## src/rtl/pll_cfg_pkg.sv

```systemverilog
package pll_cfg_pkg;

    localparam int ADDR_W  = 8;
    localparam int DATA_W  = 32;
    localparam int RATE_W  = 3;
    localparam int N_STEPS = 5;
    localparam int STEP_W  = $clog2(N_STEPS);

    localparam logic [ADDR_W-1:0] A_STAT = 8'h04;
    localparam logic [ADDR_W-1:0] A_GO   = 8'h08;
    localparam logic [ADDR_W-1:0] A_CFG1 = 8'h0C;
    localparam logic [ADDR_W-1:0] A_CFG2 = 8'h10;
    localparam logic [ADDR_W-1:0] A_CFG3 = 8'h14;
    localparam logic [ADDR_W-1:0] A_CFG4 = 8'h20;

    localparam int BIT_PARK  = 0;   // config2: PLL parked
    localparam int BIT_LOCK  = 1;   // status: locked
    localparam int BIT_LDOOFF = 15; // status: regulator down
    localparam int BIT_OSCOFF = 16; // status: oscillator down

    localparam logic [1:0] MODE_USB  = 2'd0;
    localparam logic [1:0] MODE_SATA = 2'd1;

    typedef struct packed {
        logic [11:0] m;
        logic [7:0]  n;
        logic [2:0]  dco;
        logic [7:0]  sd;
        logic [17:0] mf;
    } div_t;

    typedef struct packed {
        logic [ADDR_W-1:0] addr;
        logic [DATA_W-1:0] mask;
        logic [4:0]        shift;
    } step_t;

    typedef enum logic [4:0] {
        S_IDLE, S_CHECK,
        S_WAKE_RD, S_WAKE_WR, S_WAKE_POLL,
        S_LOCKED_RD, S_PRG_RD, S_PRG_WR, S_GO_WR, S_LOCK_POLL,
        S_SLEEP_RD, S_SLEEP_WR, S_PWDN_POLL,
        S_SRST_HI, S_SRST_LO,
        S_DONE, S_FAIL
    } seq_state_e;

    function automatic div_t mk_div(input int m, input int n, input int dco,
                                    input int sd, input int mf);
        div_t d;
        d.m   = 12'(m);
        d.n   = 8'(n);
        d.dco = 3'(dco);
        d.sd  = 8'(sd);
        d.mf  = 18'(mf);
        return d;
    endfunction

    // Field order of programming: N, DCO, M, fractional M, SD.
    function automatic step_t step_info(input logic [STEP_W-1:0] idx);
        step_t s;
        unique case (idx)
            3'd0:    s = '{addr: A_CFG1, mask: 32'h0000_01FE, shift: 5'd1};
            3'd1:    s = '{addr: A_CFG2, mask: 32'h0000_000E, shift: 5'd1};
            3'd2:    s = '{addr: A_CFG1, mask: 32'h001F_FE00, shift: 5'd9};
            3'd3:    s = '{addr: A_CFG4, mask: 32'h0003_FFFF, shift: 5'd0};
            default: s = '{addr: A_CFG3, mask: 32'h0003_FC00, shift: 5'd10};
        endcase
        return s;
    endfunction

    function automatic logic [DATA_W-1:0] step_value(input div_t d,
                                                     input logic [STEP_W-1:0] idx);
        unique case (idx)
            3'd0:    return DATA_W'(d.n);
            3'd1:    return DATA_W'(d.dco);
            3'd2:    return DATA_W'(d.m);
            3'd3:    return DATA_W'(d.mf);
            default: return DATA_W'(d.sd);
        endcase
    endfunction

endpackage

```

## src/rtl/pll_rate_table.sv

```systemverilog
module pll_rate_table
    import pll_cfg_pkg::*;
(
    input  logic [1:0]        mode,
    input  logic [RATE_W-1:0] rate,
    output div_t              div,
    output logic              hit
);

    always_comb begin
        hit = 1'b1;
        div = '0;
        if (mode == MODE_SATA) begin
            unique case (rate)
                3'd0:    div = mk_div(625, 4, 4, 6, 0);
                3'd1:    div = mk_div(625, 6, 4, 7, 0);
                3'd2:    div = mk_div(625, 7, 4, 6, 0);
                3'd3:    div = mk_div(750, 9, 4, 6, 0);
                3'd4:    div = mk_div(750, 12, 4, 6, 0);
                3'd5:    div = mk_div(625, 15, 4, 6, 0);
                default: hit = 1'b0;
            endcase
        end else begin
            unique case (rate)
                3'd0:    div = mk_div(1250, 5, 4, 20, 0);
                3'd1:    div = mk_div(3125, 20, 4, 20, 0);
                3'd2:    div = mk_div(1172, 8, 4, 20, 65537);
                3'd3:    div = mk_div(1000, 7, 4, 10, 0);
                3'd4:    div = mk_div(1250, 12, 4, 20, 0);
                3'd5:    div = mk_div(3125, 47, 4, 20, 92843);
                default: hit = 1'b0;
            endcase
        end
    end

endmodule

```

## src/rtl/pll_wait_timer.sv

```systemverilog
module pll_wait_timer #(
    parameter int LIMIT = 4096
) (
    input  logic clk,
    input  logic rst_n,
    input  logic clr,
    input  logic en,
    output logic expired
);

    localparam int CW = $clog2(LIMIT + 1);

    logic [CW-1:0] cnt_q;

    assign expired = (cnt_q >= CW'(LIMIT));

    always_ff @(posedge clk or negedge rst_n) begin
        if (!rst_n) begin
            cnt_q <= '0;
        end else if (clr) begin
            cnt_q <= '0;
        end else if (en && !expired) begin
            cnt_q <= cnt_q + 1'b1;
        end
    end

endmodule

```

## src/rtl/pll_field_merge.sv

```systemverilog
module pll_field_merge
    import pll_cfg_pkg::*;
(
    input  logic [DATA_W-1:0] old_word,
    input  logic [DATA_W-1:0] field_val,
    input  logic [DATA_W-1:0] mask,
    input  logic [4:0]        shift,
    output logic [DATA_W-1:0] new_word
);

    assign new_word = (old_word & ~mask) | ((field_val << shift) & mask);

endmodule

```

## src/rtl/pll_cfg_seq.sv

```systemverilog
module pll_cfg_seq
    import pll_cfg_pkg::*;
#(
    parameter int TIMEOUT_CYCLES = 4096
) (
    input  logic              clk,
    input  logic              rst_n,
    input  logic              start_init,
    input  logic              start_exit,
    input  logic [1:0]        mode,
    input  logic [RATE_W-1:0] rate_code,
    output logic              done,
    output logic              error,
    output logic              pll_srst,
    output logic              bus_req,
    output logic              bus_we,
    output logic [ADDR_W-1:0] bus_addr,
    output logic [DATA_W-1:0] bus_wdata,
    input  logic [DATA_W-1:0] bus_rdata,
    input  logic              bus_ack
);

    localparam logic [STEP_W-1:0] LAST_STEP = STEP_W'(N_STEPS - 1);

    seq_state_e        state_q, state_d;
    logic [STEP_W-1:0] step_q;
    logic [DATA_W-1:0] shadow_q;
    logic [1:0]        mode_q;
    logic [RATE_W-1:0] rate_q;

    div_t              div;
    logic              hit;
    step_t             cur_step;
    logic [DATA_W-1:0] merged;
    logic              tmr_clr, tmr_en, tmr_exp;
    logic              is_sata, no_pll, rd_done, wr_done;

    assign is_sata  = (mode_q == MODE_SATA);
    assign no_pll   = mode_q[1];
    assign cur_step = step_info(step_q);
    assign rd_done  = bus_req && !bus_we && bus_ack;
    assign wr_done  = bus_req && bus_we && bus_ack;
    assign tmr_en   = (state_q == S_WAKE_POLL) || (state_q == S_LOCK_POLL) ||
                      (state_q == S_PWDN_POLL);

    pll_rate_table u_table (
        .mode (mode_q),
        .rate (rate_q),
        .div  (div),
        .hit  (hit)
    );

    pll_field_merge u_merge (
        .old_word  (shadow_q),
        .field_val (step_value(div, step_q)),
        .mask      (cur_step.mask),
        .shift     (cur_step.shift),
        .new_word  (merged)
    );

    pll_wait_timer #(.LIMIT(TIMEOUT_CYCLES)) u_timer (
        .clk     (clk),
        .rst_n   (rst_n),
        .clr     (tmr_clr),
        .en      (tmr_en),
        .expired (tmr_exp)
    );

    // State register
    always_ff @(posedge clk or negedge rst_n) begin
        if (!rst_n) begin
            state_q <= S_IDLE;
        end else begin
            state_q <= state_d;
        end
    end

    // Request latch, read shadow, field step
    always_ff @(posedge clk or negedge rst_n) begin
        if (!rst_n) begin
            mode_q   <= '0;
            rate_q   <= '0;
            shadow_q <= '0;
            step_q   <= '0;
        end else begin
            if (state_q == S_IDLE && (start_init || start_exit)) begin
                mode_q <= mode;
                rate_q <= rate_code;
            end
            if (rd_done) begin
                shadow_q <= bus_rdata;
            end
            if (state_q == S_LOCKED_RD) begin
                step_q <= '0;
            end else if (state_q == S_PRG_WR && wr_done && step_q != LAST_STEP) begin
                step_q <= step_q + 1'b1;
            end
        end
    end

    // Next state
    always_comb begin
        state_d = state_q;
        tmr_clr = 1'b0;
        unique case (state_q)
            S_IDLE: begin
                if (start_init) begin
                    state_d = S_CHECK;
                end else if (start_exit) begin
                    state_d = mode[1] ? S_DONE : S_SLEEP_RD;
                end
            end
            S_CHECK: begin
                if (no_pll)    state_d = S_DONE;
                else if (!hit) state_d = S_FAIL;
                else           state_d = S_WAKE_RD;
            end
            S_WAKE_RD: begin
                if (rd_done) state_d = bus_rdata[BIT_PARK] ? S_WAKE_WR : S_LOCKED_RD;
            end
            S_WAKE_WR: begin
                if (wr_done) begin
                    state_d = S_WAKE_POLL;
                    tmr_clr = 1'b1;
                end
            end
            S_WAKE_POLL: begin
                if (rd_done) begin
                    if (bus_rdata[BIT_LOCK]) state_d = S_LOCKED_RD;
                    else if (tmr_exp)        state_d = S_FAIL;
                end
            end
            S_LOCKED_RD: begin
                if (rd_done) state_d = (is_sata && bus_rdata[BIT_LOCK]) ? S_DONE : S_PRG_RD;
            end
            S_PRG_RD: begin
                if (rd_done) state_d = S_PRG_WR;
            end
            S_PRG_WR: begin
                if (wr_done) state_d = (step_q == LAST_STEP) ? S_GO_WR : S_PRG_RD;
            end
            S_GO_WR: begin
                if (wr_done) begin
                    state_d = S_LOCK_POLL;
                    tmr_clr = 1'b1;
                end
            end
            S_LOCK_POLL: begin
                if (rd_done) begin
                    if (bus_rdata[BIT_LOCK]) state_d = S_DONE;
                    else if (tmr_exp)        state_d = S_FAIL;
                end
            end
            S_SLEEP_RD: begin
                if (rd_done) state_d = S_SLEEP_WR;
            end
            S_SLEEP_WR: begin
                if (wr_done) begin
                    state_d = S_PWDN_POLL;
                    tmr_clr = 1'b1;
                end
            end
            S_PWDN_POLL: begin
                if (rd_done) begin
                    if (bus_rdata[BIT_LDOOFF] && bus_rdata[BIT_OSCOFF])
                        state_d = is_sata ? S_SRST_HI : S_DONE;
                    else if (tmr_exp)
                        state_d = S_FAIL;
                end
            end
            S_SRST_HI: state_d = S_SRST_LO;
            S_SRST_LO: state_d = S_DONE;
            S_DONE:    state_d = S_IDLE;
            S_FAIL:    state_d = S_IDLE;
        endcase
    end

    // Outputs
    always_comb begin
        done      = 1'b0;
        error     = 1'b0;
        pll_srst  = 1'b0;
        bus_req   = 1'b0;
        bus_we    = 1'b0;
        bus_addr  = A_STAT;
        bus_wdata = '0;
        unique case (state_q)
            S_IDLE, S_CHECK, S_SRST_LO: ;
            S_WAKE_RD, S_SLEEP_RD: begin
                bus_req  = 1'b1;
                bus_addr = A_CFG2;
            end
            S_WAKE_WR: begin
                bus_req   = 1'b1;
                bus_we    = 1'b1;
                bus_addr  = A_CFG2;
                bus_wdata = shadow_q & ~(DATA_W'(1) << BIT_PARK);
            end
            S_SLEEP_WR: begin
                bus_req   = 1'b1;
                bus_we    = 1'b1;
                bus_addr  = A_CFG2;
                bus_wdata = shadow_q | (DATA_W'(1) << BIT_PARK);
            end
            S_WAKE_POLL, S_LOCKED_RD, S_LOCK_POLL, S_PWDN_POLL: begin
                bus_req  = 1'b1;
                bus_addr = A_STAT;
            end
            S_PRG_RD: begin
                bus_req  = 1'b1;
                bus_addr = cur_step.addr;
            end
            S_PRG_WR: begin
                bus_req   = 1'b1;
                bus_we    = 1'b1;
                bus_addr  = cur_step.addr;
                bus_wdata = merged;
            end
            S_GO_WR: begin
                bus_req   = 1'b1;
                bus_we    = 1'b1;
                bus_addr  = A_GO;
                bus_wdata = DATA_W'(1);
            end
            S_SRST_HI: pll_srst = 1'b1;
            S_DONE:    done = 1'b1;
            S_FAIL: begin
                done  = 1'b1;
                error = 1'b1;
            end
        endcase
    end

endmodule

```

## config.mk

```make
export PLATFORM = sky130hd
export DESIGN_NAME = pll_cfg_seq
export DESIGN_NICKNAME = d
export VERILOG_FILES = /design/src/rtl/pll_cfg_pkg.sv /design/src/rtl/pll_rate_table.sv /design/src/rtl/pll_wait_timer.sv /design/src/rtl/pll_field_merge.sv /design/src/rtl/pll_cfg_seq.sv
export SDC_FILE = /design/constraint.sdc
export NUM_CORES = 1
export LEC_CHECK = 0
export BUFFER_PORTS_ARGS = -buffer_cell sky130_fd_sc_hd__buf_2
export CORE_ASPECT_RATIO = 1.5
export CORE_MARGIN = 3
export CORE_UTILIZATION = 50
export CTS_BUF_LIST = sky130_fd_sc_hd__clkbuf_8
export CTS_CLUSTER_SIZE = 25
export DETAILED_ROUTE_END_ITERATION = 7
export PLACE_DENSITY = 0.77
export SYNTH_ARGS = -nofsm -noshare
export SYNTH_HDL_FRONTEND = slang
export SYNTH_SLANG_ARGS = --single-unit
```

## constraint.sdc

```tcl
create_clock -name clk -period 1.9 [get_ports clk]
set_input_delay 0.095 -clock clk [delete_from_list [all_inputs] [get_ports clk]]
set_output_delay 0.095 -clock clk [all_outputs]
set_load 0.01 [all_outputs]
```

==> impl_results.md, run 1 <==
* Status: aborted with a tool error
* Halt Stage: 5_1_grt
* First Err: [ERROR GRT-0232] Routing congestion too high. Check the congestion heatmap in the GUI.
* GRT Residual Overflow at 77
* Clock sink count at 58
* Largest family of logic cells by synthesized area: compound AO/OA/AOI/OAI gates
* Post-synthesis mux area share at 11.9%
* Area fraction of the dominant cell type after synthesis at 34.1%
* H-tree levels at 3
* Simple-gate share of the synthesized area at 19.7%
* Dpl cells at 758
* Register area share after synthesis at 34.1%
* GR repair worst EP: bus_wdata[2]
* Asr flop ratio synth at 100%
* Cell Area, Placed at 5590 um^2
* Syn_area_per_cell at 8.72 um^2
* Num CTS Buffers at 9
* Top Ports at 87
* Number of synthesized flops with an enable pin at 0
* Mapped cell area at 4260 um^2
* Overall Global Routing Usage at 70.3%
* Row cnt at 40
* Syn. warnings at 0
* Largest net degree at the start of global routing at 25
* Top_reg_cell synth: dfrtp_1
* Xor and xnor area share after synthesis at 2.67%
* Synth area leader: dfrtp_1
* Compound-Gate Fraction of Synth Area at 22.5%
* Synth Area in Adders at 2.06%
* Synth Instances at 488
* CTS Buffer Depth at 2
* Routability cong. at 0.984
* Worst endpoint type: primary output
* Starting Density at 52.2%
* Post-synthesis cell type count at 64
* Buffers on Ports at 82
* Die X at 81.3 um
* Yosys reg bits at 58
* Detailed placer's ending HPWL at 11.4 mm
* Chip height at 119 um
* Clock root buffer: clkbuf_8
* Largest cells by area after synthesis: dfrtp_1, mux2_4, o21ai_0
## logic make-up after synthesis
| group | after synthesis |
|---|---|
| adder cells (fa/ha/maj) | 7 |
| XOR/XNOR | 13 |
| multiplexers | 35 |
| flip-flops | 58 |
| AO/OA/AOI/OAI | 144 |
| other | 1 |
| AND/OR/NAND/NOR | 175 |
| buffers and inverters | 55 |
## cell usage after synthesis (4+ instances only)
master / n
dfrtp_1: 58
nand2_1: 50
nor2_1: 49
o21ai_0: 49
mux2_4: 30
a21oi_1: 27
clkbuf_1: 23
inv_1: 14
nor3_1: 13
and2_1: 12
nand3_1: 11
xor2_1: 9
nor2b_1: 8
ha_1: 7
o211ai_1: 7
a211oi_1: 6
a32o_1: 6
nand2b_1: 6
a31oi_1: 5
nand4_1: 5
buf_1: 4
buf_2: 4
buf_4: 4
mux2_2: 4
o41ai_1: 4
or3_1: 4
xnor2_1: 4
## metal layers
| layer | overflow | global-route usage, % |
|---|---|---|
| met1 | 2 | 69.1 |
| met2 | 36 | 87.3 |
| met3 | 1 | 50.5 |
| met4 | 38 | 77.3 |
| met5 | 0 | 2.35 |
## what timing repair did
action	CTS
resized for setup	172
hold buffers	34
setup buffers	36
setup endpoints to repair	80
cloned	5
pin swaps	60
hold endpoints to repair	48
## stage by stage
step	util [%]	worst slack [ps]
after floorplan	-	-202
after global placement	68.5	-214
after detailed placement	68.5	-282
after CTS	88.2	-509
==> inputs of run 2 (changes only) <==
--- a/config.mk
+++ b/config.mk
@@ -6,13 +6,10 @@
 export NUM_CORES = 1
 export LEC_CHECK = 0
 export BUFFER_PORTS_ARGS = -buffer_cell sky130_fd_sc_hd__buf_2
-export CORE_ASPECT_RATIO = 1.5
 export CORE_MARGIN = 3
-export CORE_UTILIZATION = 50
-export CTS_BUF_LIST = sky130_fd_sc_hd__clkbuf_8
-export CTS_CLUSTER_SIZE = 25
+export CORE_UTILIZATION = 35
 export DETAILED_ROUTE_END_ITERATION = 7
-export PLACE_DENSITY = 0.77
+export PLACE_DENSITY_LB_ADDON = 0.15
 export SYNTH_ARGS = -nofsm -noshare
 export SYNTH_HDL_FRONTEND = slang
 export SYNTH_SLANG_ARGS = --single-unit
==> constraint.sdc (replaced) <==
create_clock -name clk -period 2.47 [get_ports clk]
set_input_delay 0.1235 -clock clk [delete_from_list [all_inputs] [get_ports clk]]
set_output_delay 0.1235 -clock clk [all_outputs]
set_load 0.01 [all_outputs]
==> run 2 against run 1 <==
The flow now finishes, with violations (setup timing); synthesized area stayed put; synthesized cell count stayed put.
==> impl_results.md, run 2 <==
* Die X at 116 um
* Chip height at 116 um
* Num CTS Buffers at 9
* Syn. warnings at 0
* 1st-pass router iterations at 5
* Max_cap viols at 0
* Routability cong. at 0.971
* CTS Buffer Depth at 2
* Setup slack at placement at 113 ps
* Top Registers: shadow_q: 32 flops, u_timer.cnt_q: 13 flops, state_q: 5 flops
* Number of synthesized flops with an enable pin at 0
* Largest net degree at the start of global routing at 59
* Fillers at 1104
* Hold path cells at 2
* Worst hold path startpoint: bus_rdata[20]
* Final worst path period share at 101%
* Clk Latency, worst-skew pair at 340 ps
* Row cnt at 39
* Post-synthesis cell type count at 64
* Vias in the first global route at 4061
* Critical path capture point type: primary output
* Register-to-register setup slack at 200 ps
* H-tree levels at 3
* FF-to-FF End: shadow_q[31]
* Top_reg_cell synth: dfrtp_1
* Area fraction of the dominant cell type after synthesis at 34.1%
* Detailed placer's ending HPWL at 10.3 mm
* Drt initial violations at 389
* Final Hold Fails at 0
* Initial antenna violation count at 0
* Setup violations, final at 1
* Clock sink count at 58
* Hold endpoint: shadow_q[20]
* Routed wire length at 13.8 mm
* Worst Setup Start Kind: register
* Max Freq at 402 MHz
* Most common cell after layout, fill and taps aside: buf_2
* Layout cells sized above 1 at 35.8%
* Syn_area_per_cell at 8.72 um^2
* CTS tree: yes
* Cell leakage power at 2.61 nW
* Status: finished with violations
* Worst Slack Setup Final at -16.5 ps
* Cell Area, Placed at 4990 um^2
* Failing checks: setup timing
* Commonest cells in the netlist: dfrtp_1, nand2_1, nor2_1, o21ai_0, mux2_4
* Worst Skew at 6.54 ps
* Final worst path period need at 2490 ps
* Pwr Density at 1430 nW/um^2
* Top Ports at 87
* Starting Density at 36.5%
* Synth Instances at 488
* Slew headroom at 48.4%
* Register area share after synthesis at 34.1%
* Count leader, synth: dfrtp_1
* Worst Path Required at 2350 ps
* Die ar. at 13500 um^2
* Final Power at 0.00811 W
* Largest Register: shadow_q
* Reg2reg path depth at 6
* Asr flop ratio synth at 100%
* Max rail drop VDD at 828 uV
* Total Nets Final at 662
* Via count at 4239
* Max reg flops at 32
* Core box area at 11700 um^2
* Via density at 5.57
* Overall Global Routing Usage at 20.5%
* FF+latch area at 1460 um^2
* Synth area leader: dfrtp_1
* Area grow syn2layout at 33.2%
* Clock slew at reported path FFs at 60 ps
* Final Max Slew Viols at 0
* Unrepaired setup endpoints after global routing: true
* Clock root buffer: clkbuf_16
* Worst-Margin Slew at 773 ps
* Type of the worst setup path: register to primary output
* HP Class: input port to register
* Mapped cell area at 4260 um^2
* Largest cells by area after synthesis: dfrtp_1, mux2_4, o21ai_0
* Drt drc at 0
* Non-Filler Instances at 761
* Commonest non-fill, non-tap cells in the layout: buf_2, buf_4, dfrtp_1
* CP arrival at 2360 ps
* Post-DRT Antenna Nets at 0
* Worst-path maximum fanout at 7
* GRT Residual Overflow at 0
* Buffers on Ports at 82
* First-pass GRT wire length at 21.4 mm
* # diodes at 0
* Fin area at 5670 um^2
* Reg2reg start: state_q[0]
* Dpl cells at 724
* Routed wire per std cell at 18.1 um
* Combined area of the multi-input logic cells at 2630 um^2
* Yosys reg bits at 58
## run 2: cell counts after synthesis
No cell type changed its count.
## run 2: metal layers
layer / vias up / GRT usage [%] / share of wire (%)
li1: 2007 / - / -
met1: 2035 / 28.7 / 47
met2: 179 / 31.1 / 45
met3: 18 / 5.18 / 6.1
met4: 0 / 6.26 / 1.7
met5: - / 0 / 0
## run 2: critical path, stage by stage, from the launching register on
cell	delay, ps
dfrtp_1	420
inv_1	100
ha_1	240
buf_4	190
nand2_1	80
buf_4	160
o21ai_0	150
o2bb2ai_1	230
a21oi_1	120
o21ai_1	170
buf_2	160
## run 2: per-stage QoR
step	hold slack (ps)	utilization, %	setup TNS [ps]
finish	16.4	48.6	-16.5
global route	8.37	48.6	-1200
CTS	0.550	47.8	-100
detailed placement	330	42.8	0
global placement	327	42.8	0
floorplan	-172	-	0
## run 2: cells by family after synthesis
kind of cell | count (synthesis) | synth area share [%]
flip-flops | 58 | 34.1
buffers and inverters | 55 | 7.00
XOR/XNOR | 13 | 2.67
AO/OA/AOI/OAI | 144 | 22.5
other | 1 | 0.0881
multiplexers | 35 | 11.9
AND/OR/NAND/NOR | 175 | 19.7
adder cells (fa/ha/maj) | 7 | 2.06
## run 2: worst max-delay path by stage
stage,startpoint,to,slack [ps],cells past startpoint
after floorplan,step_q[1],bus_wdata[2],150,10
after global placement,step_q[1],bus_wdata[0],60,8
after detailed placement,step_q[1],bus_wdata[2],110,10
after CTS,step_q[1],bus_wdata[2],-60,9
after global routing,step_q[0],bus_wdata[8],-120,10
final,step_q[0],bus_wdata[16],-20,10
## run 2: layout make-up
class	instances	area share, %
Sequential cell	58	25.8
Multi-Input combinational cell	378	46.4
Clock inverter	7	2.21
Tap cell	143	3.16
Clock buffer	9	3.97
Timing Repair Buffer	152	17.5
Inverter	14	0.927
## run 2: what timing repair did
item / 4_1_cts / 5_1_grt
cloned: 0 / 0
endpoints found under the setup margin: 21 / 20
hold buffers: 15 / 0
gates resized for setup: 21 / 15
setup buffers: 0 / 6
endpoints found under the hold margin: 72 / 0
pin swaps: 1 / 2
## run 2: where the power goes
group	internal (W)	switching, W
Clock	0.000995	0.000488
Sequential	0.00141	0.000460
Combinational	0.00224	0.00251
No activity file was read; power rests on OpenSTA's default activity.
==> inputs of run 3 (changes only) <==
--- a/config.mk
+++ b/config.mk
@@ -8,6 +8,7 @@
 export BUFFER_PORTS_ARGS = -buffer_cell sky130_fd_sc_hd__buf_2
 export CORE_MARGIN = 3
 export CORE_UTILIZATION = 35
+export CTS_BUF_LIST = sky130_fd_sc_hd__clkbuf_2
 export DETAILED_ROUTE_END_ITERATION = 7
 export PLACE_DENSITY_LB_ADDON = 0.15
 export SYNTH_ARGS = -nofsm -noshare
==> constraint.sdc (replaced) <==
create_clock -name clk -period 2.47 [get_ports clk]
set_input_delay 0.494 -clock clk [delete_from_list [all_inputs] [get_ports clk]]
set_output_delay 0.494 -clock clk [all_outputs]
set_load 0.01 [all_outputs]
==> run 3 against run 2 <==
The run still ends with setup timing left; sequential share of layout area fell by 2.8 points; power is 8.4% higher; combinational power is 35% higher; critical path type unchanged; via count increased by 4.9%; hold slack gained 190 ps; clock-buffer cell count increased by 2; register-to-register slack got worse by 120 ps; highest routed layer unchanged; largest power group unchanged; largest cell class unchanged; sequential cell count did not move; final cell count rose by 5.0%.
==> impl_results.md, run 3 (same netlist as run 2, synthesis figures left out) <==
* Reg2reg start: state_q[2]
* Pwr Density at 1380 nW/um^2
* Max rail drop VDD at 615 uV
* Max_cap viols at 0
* Via count at 4447
* GRT Residual Overflow at 0
* Routed wire length at 15.0 mm
* Die X at 116 um
* H-tree levels at 3
* CP arrival at 2500 ps
* Unrepaired setup endpoints after global routing: true
* Final Power at 0.00879 W
* Total Nets Final at 701
* First-pass GRT wire length at 23.3 mm
* Hold path cells at 3
* Final worst path period share at 121%
* Met2 routed WL at 7.16 mm
* Final Max Slew Viols at 0
* Routed wire per std cell at 18.8 um
* Chip height at 116 um
* Routability cong. at 0.969
* Hold endpoint: rate_q[0]
* Critical path capture point type: primary output
* Top sig layer: met4
* Starting Density at 36.5%
* Post-DRT Antenna Nets at 0
* Worst Skew at 17.5 ps
* Worst Setup Start Kind: register
* Combined area of the multi-input logic cells at 3080 um^2
* Initial antenna violation count at 0
* CTS Buffer Depth at 2
* Largest Register: shadow_q
* Fillers at 1054
* Worst Slack Setup Final at -528 ps
* Num CTS Buffers at 9
* Commonest non-fill, non-tap cells in the layout: buf_4, buf_2, dfrtp_1
* Area grow syn2layout at 49.4%
* CTS tree: yes
* FF+latch area at 1460 um^2
* Row cnt at 39
* Core box area at 11700 um^2
* Clk Latency, worst-skew pair at 490 ps
* Drt drc at 0
* Slew headroom at 52.6%
* Drt initial violations at 420
* Register-to-register setup slack at 80 ps
* Type of the worst setup path: register to primary output
* Top Ports at 87
* Clock slew at reported path FFs at 170 ps
* Final worst path period need at 3000 ps
* HP Class: input port to register
* Status: finished with violations
* Largest net degree at the start of global routing at 59
* Dpl cells at 746
* Worst hold path startpoint: rate_code[0]
* # diodes at 0
* Overall Global Routing Usage at 22.1%
* Non-Filler Instances at 799
* Hold WS at 204 ps
* Max reg flops at 32
* Clock root buffer: clkbuf_2
* M1 WL at 6.77 mm
* Clock sink count at 58
* Buffers on Ports at 82
* Detailed placer's ending HPWL at 10.4 mm
* Cell leakage power at 2.93 nW
* Worst Path Required at 1980 ps
* Max Freq at 334 MHz
* Failing checks: setup timing
* Worst-path maximum fanout at 6
* FF-to-FF End: shadow_q[10]
* Die ar. at 13500 um^2
* Most common cell after layout, fill and taps aside: buf_4
* Reg2reg path depth at 9
* 1st-pass router iterations at 5
* Worst-Margin Slew at 702 ps
* Final Hold Fails at 0
* Setup violations, final at 23
* Top Registers: shadow_q: 32 flops, u_timer.cnt_q: 13 flops, state_q: 5 flops
* Via density at 5.57
* Layout cells sized above 1 at 52.3%
* Vias in the first global route at 4313
* Met3 Wirelength at 888 um
[run 3: worst max-delay path by stage]
stage | start | to | cells after the start
after floorplan | step_q[0] | bus_wdata[5] | 8
after global placement | step_q[0] | bus_wdata[5] | 8
after detailed placement | step_q[1] | bus_wdata[10] | 9
after CTS | step_q[1] | bus_wdata[2] | 10
after global routing | step_q[1] | bus_wdata[2] | 10
final | step_q[1] | bus_wdata[2] | 8
[run 3: metrics by stage]
stage,setup TNS (ps),setup slack [ps],instance area [um^2],utilization [%]
after global routing,-13100,-707,6360,54.5
final,-8350,-528,6360,54.5
after global placement,-428,-89.4,5200,44.6
after detailed placement,-457,-81.9,5200,44.6
after CTS,-8050,-515,5940,50.9
after floorplan,-38.3,-27.7,4290,-
[run 3: area by class of cell]
type,count,share of cell area [%]
Timing Repair Buffer,191,23.4
Multi-Input combinational cell,378,48.4
Inverter,14,0.945
Clock buffer,11,0.866
Clock inverter,4,0.689
Tap cell,143,2.81
Sequential cell,58,22.9
[run 3: what timing repair did]
action	4_1_cts	5_1_grt
pin swaps	31	40
endpoints found under the hold margin	58	0
resized for setup	126	72
buffers inserted	23	18
hold buffers	1	0
setup endpoints to repair	37	42
cloned	1	0
[run 3: layer usage]
layer | GRT usage, % | up-vias
li1 | - | 2086
met1 | 31.9 | 2169
met2 | 34.3 | 176
met3 | 3.52 | 16
met4 | 6.26 | 0
met5 | 0 | -
[run 3: critical path, cell delays in order, from the launching register on]
cell,delay (ps)
dfrtp_2,470
buf_4,150
ha_4,160
buf_6,130
nor2_1,160
nor2_1,120
o32a_1,440
o41ai_4,220
buf_2,180
[run 3: where the power goes]
part	leakage (nW)	switching, W	internal [W]
Clock	0.0692	0.000365	0.000231
Combinational	2.15	0.00319	0.00320
Sequential	0.707	0.000400	0.00140
Total	2.93	0.00396	0.00483
==> inputs of run 4 (changes only) <==
--- a/config.mk
+++ b/config.mk
@@ -7,7 +7,7 @@
 export LEC_CHECK = 0
 export BUFFER_PORTS_ARGS = -buffer_cell sky130_fd_sc_hd__buf_2
 export CORE_MARGIN = 3
-export CORE_UTILIZATION = 35
+export CORE_UTILIZATION = 39
 export CTS_BUF_LIST = sky130_fd_sc_hd__clkbuf_2
 export DETAILED_ROUTE_END_ITERATION = 7
 export PLACE_DENSITY_LB_ADDON = 0.15
==> run 4 against run 3 <==
The flow still finishes with violations (setup timing); clock-buffer cell count decreased by 1; critical path depth unchanged; non-clock buffer count increased by 2; global-route usage increased by 1.8 points; power decreased by 1.1%; highest routed layer unchanged.
==> impl_results.md, run 4 (same netlist as run 2, synthesis figures left out) <==
* Status: finished with violations
* Failing checks: setup timing
* HP Class: input port to register
* # diodes at 0
* Clk Latency, worst-skew pair at 510 ps
* GRT Residual Overflow at 0
* Hold WS at 167 ps
* Clock slew at reported path FFs at 170 ps
* Met2 Usage GRT at 36.5%
* Cell leakage power at 2.86 nW
* Vias in the first global route at 4527
* Register-to-register setup slack at 90 ps
* Unrepaired setup endpoints after global routing: true
* H-tree levels at 3
* Total Nets Final at 703
* Setup slack at placement at -61.7 ps
* Layout cells sized above 1 at 49.3%
* Dpl cells at 742
* FF-to-FF End: shadow_q[15]
* Setup violations, final at 23
* Reg2reg path depth at 10
* Via density at 5.57
* Drt drc at 0
* Largest Register: shadow_q
* Logic gate share of total power at 72.4%
* 1st-pass router iterations at 5
* Worst-Margin Slew at 636 ps
* Type of the worst setup path: register to primary output
* Routed wire length at 15.0 mm
* Post-DRT Antenna Nets at 0
* Cell Area, Placed at 5200 um^2
* Starting Density at 40.7%
* Largest net degree at the start of global routing at 33
* Max Freq at 335 MHz
* First-pass GRT wire length at 23.6 mm
* Overall Global Routing Usage at 23.9%
* Slew headroom at 57.6%
* Int Power at 0.00476 W
* Number of cells on the critical path at 8
* Setup crit end: bus_wdata[1]
* Sw frac at 45.2%
* Detailed placer's ending HPWL at 10.5 mm
* Worst Skew at 13.6 ps
* Critical path buffers and inverters at 3
* Max rail drop VDD at 606 uV
* Worst-path maximum fanout at 7
* Pwr Density at 1410 nW/um^2
* Routability cong. at 0.967
* CP startpoint: mode_q[0]
* Non-Filler Instances at 795
* Clock root buffer: clkbuf_2
* Top Registers: shadow_q: 32 flops, u_timer.cnt_q: 13 flops, state_q: 5 flops
* Die X at 110 um
* Core box area at 10500 um^2
* Worst Setup Start Kind: register
* Met3 Use GR at 5.15%
* Most common cell after layout, fill and taps aside: buf_4
* Max incr delay on CP at 450 ps
* Worst Path Required at 1980 ps
* Final Max Slew Viols at 0
* Top Ports at 87
* Area grow syn2layout at 44.8%
* Initial antenna violation count at 0
* Buffers on Ports at 82
* CP arrival at 2490 ps
* Reg2reg start: state_q[2]
* Fin area at 6160 um^2
* Sequential Power Share at 20.5%
* Num CTS Buffers at 9
* Crit-path cells: nor2b_2 -> buf_4 -> buf_4 -> o21ai_1 -> nand2b_1 -> a21oi_2 -> a211o_1 -> buf_2
* Worst Slack Setup Final at -513 ps
* Clock sink count at 58
* CTS tree: yes
* Die ar. at 12200 um^2
* Final Hold Fails at 0
* Final worst path period need at 2980 ps
* Clock share of power at 7.1%
* P_sw at 0.00393 W
* Critical path capture point type: primary output
* Max reg flops at 32
* Final worst path period share at 121%
* CTS Buffer Depth at 2
* Row cnt at 37
* Slowest CP cell: dfrtp_1
* GR peak layer: met2
* Commonest non-fill, non-tap cells in the layout: buf_4, buf_2, dfrtp_1
* Routed wire per std cell at 18.8 um
* Via count at 4429
* Top cell by count, worst path: buf_4
* Chip height at 110 um
* Cell family with most CP delay: compound AO/OA/AOI/OAI gates
* Drt initial violations at 395
* Max_cap viols at 0
* Fillers at 959
* Met1 global-route usage at 33.0%
==> run 4: changes by cell type in the layout (fill, tap and decap cells not counted), sizes merged <==
| cell | change |
|---|---|
| buf | +1 |
| clkinv | +2 |
| clkinvlp | -2 |
| inv | +2 |
==> run 4: stage by stage <==
stage / power (W) / setup TNS [ps] / util, %
2_1_floorplan: 0.00485 / -38.3 / -
3_3_place_gp: 0.00664 / -305 / 49.7
3_5_place_dp: 0.00666 / -279 / 49.7
4_1_cts: 0.00828 / -8930 / 57.1
5_1_grt: 0.00924 / -13660 / 58.9
6_report: 0.00869 / -8750 / 58.9
==> run 4: worst reg2reg max path: stages (launching register included) <==
cell,delay (ps)
dfrtp_1,440
buf_6,140
buf_8,130
buf_6,120
buf_6,110
a311oi_4,320
buf_4,170
nand2_2,60
or2_4,280
clkbuf_16,220
mux2_4,310
==> run 4: layout make-up <==
cell class                 instances  area [um^2]  area share [%]
clock buffer                      10         50.0           0.812
clock inverter                     6         57.6           0.934
inverter                          14         52.6           0.853
multi-input combinational        378         2950            47.9
sequential                        58         1460            23.6
tap                              136          170            2.76
timing repair buffer             193         1430            23.1
==> run 4: power groups by stage <==
stage	combinational [W]	sequential, W	clock, W
6_report	0.00629	0.00179	0.000615
5_1_grt	0.00672	0.00185	0.000676
4_1_cts	0.00588	0.00177	0.000631
3_5_place_dp	0.00487	0.00179	0
3_3_place_gp	0.00486	0.00178	0
2_1_floorplan	0.00322	0.00163	0
==> run 4: metal layers <==
| metal | routed length, um | vias up |
|---|---|---|
| li1 | - | 2089 |
| met2 | 6870 | 191 |
| met4 | 455 | 0 |
| met5 | 0 | - |
| met1 | 6550 | 2112 |
| met3 | 1110 | 37 |
==> run 4: worst min path at each step <==
stage,start,to,slack [ps],cells after the start
floorplan,rst_n,mode_q[0],200,0
global placement,shadow_q[22],shadow_q[22],490,1
detailed placement,shadow_q[23],shadow_q[23],490,1
CTS,rate_code[2],rate_q[2],140,3
global route,rate_code[2],rate_q[2],120,3
finish,rate_code[2],rate_q[2],170,3
==> run 4: what timing repair did <==
action / 4_1_cts / 5_1_grt
resized for setup: 119 / 36
hold endpoints to repair: 25 / 0
pin swaps: 36 / 11
hold buffers: 1 / 0
gates cloned: 1 / 1
endpoints found under the setup margin: 37 / 71
setup buffers: 31 / 7
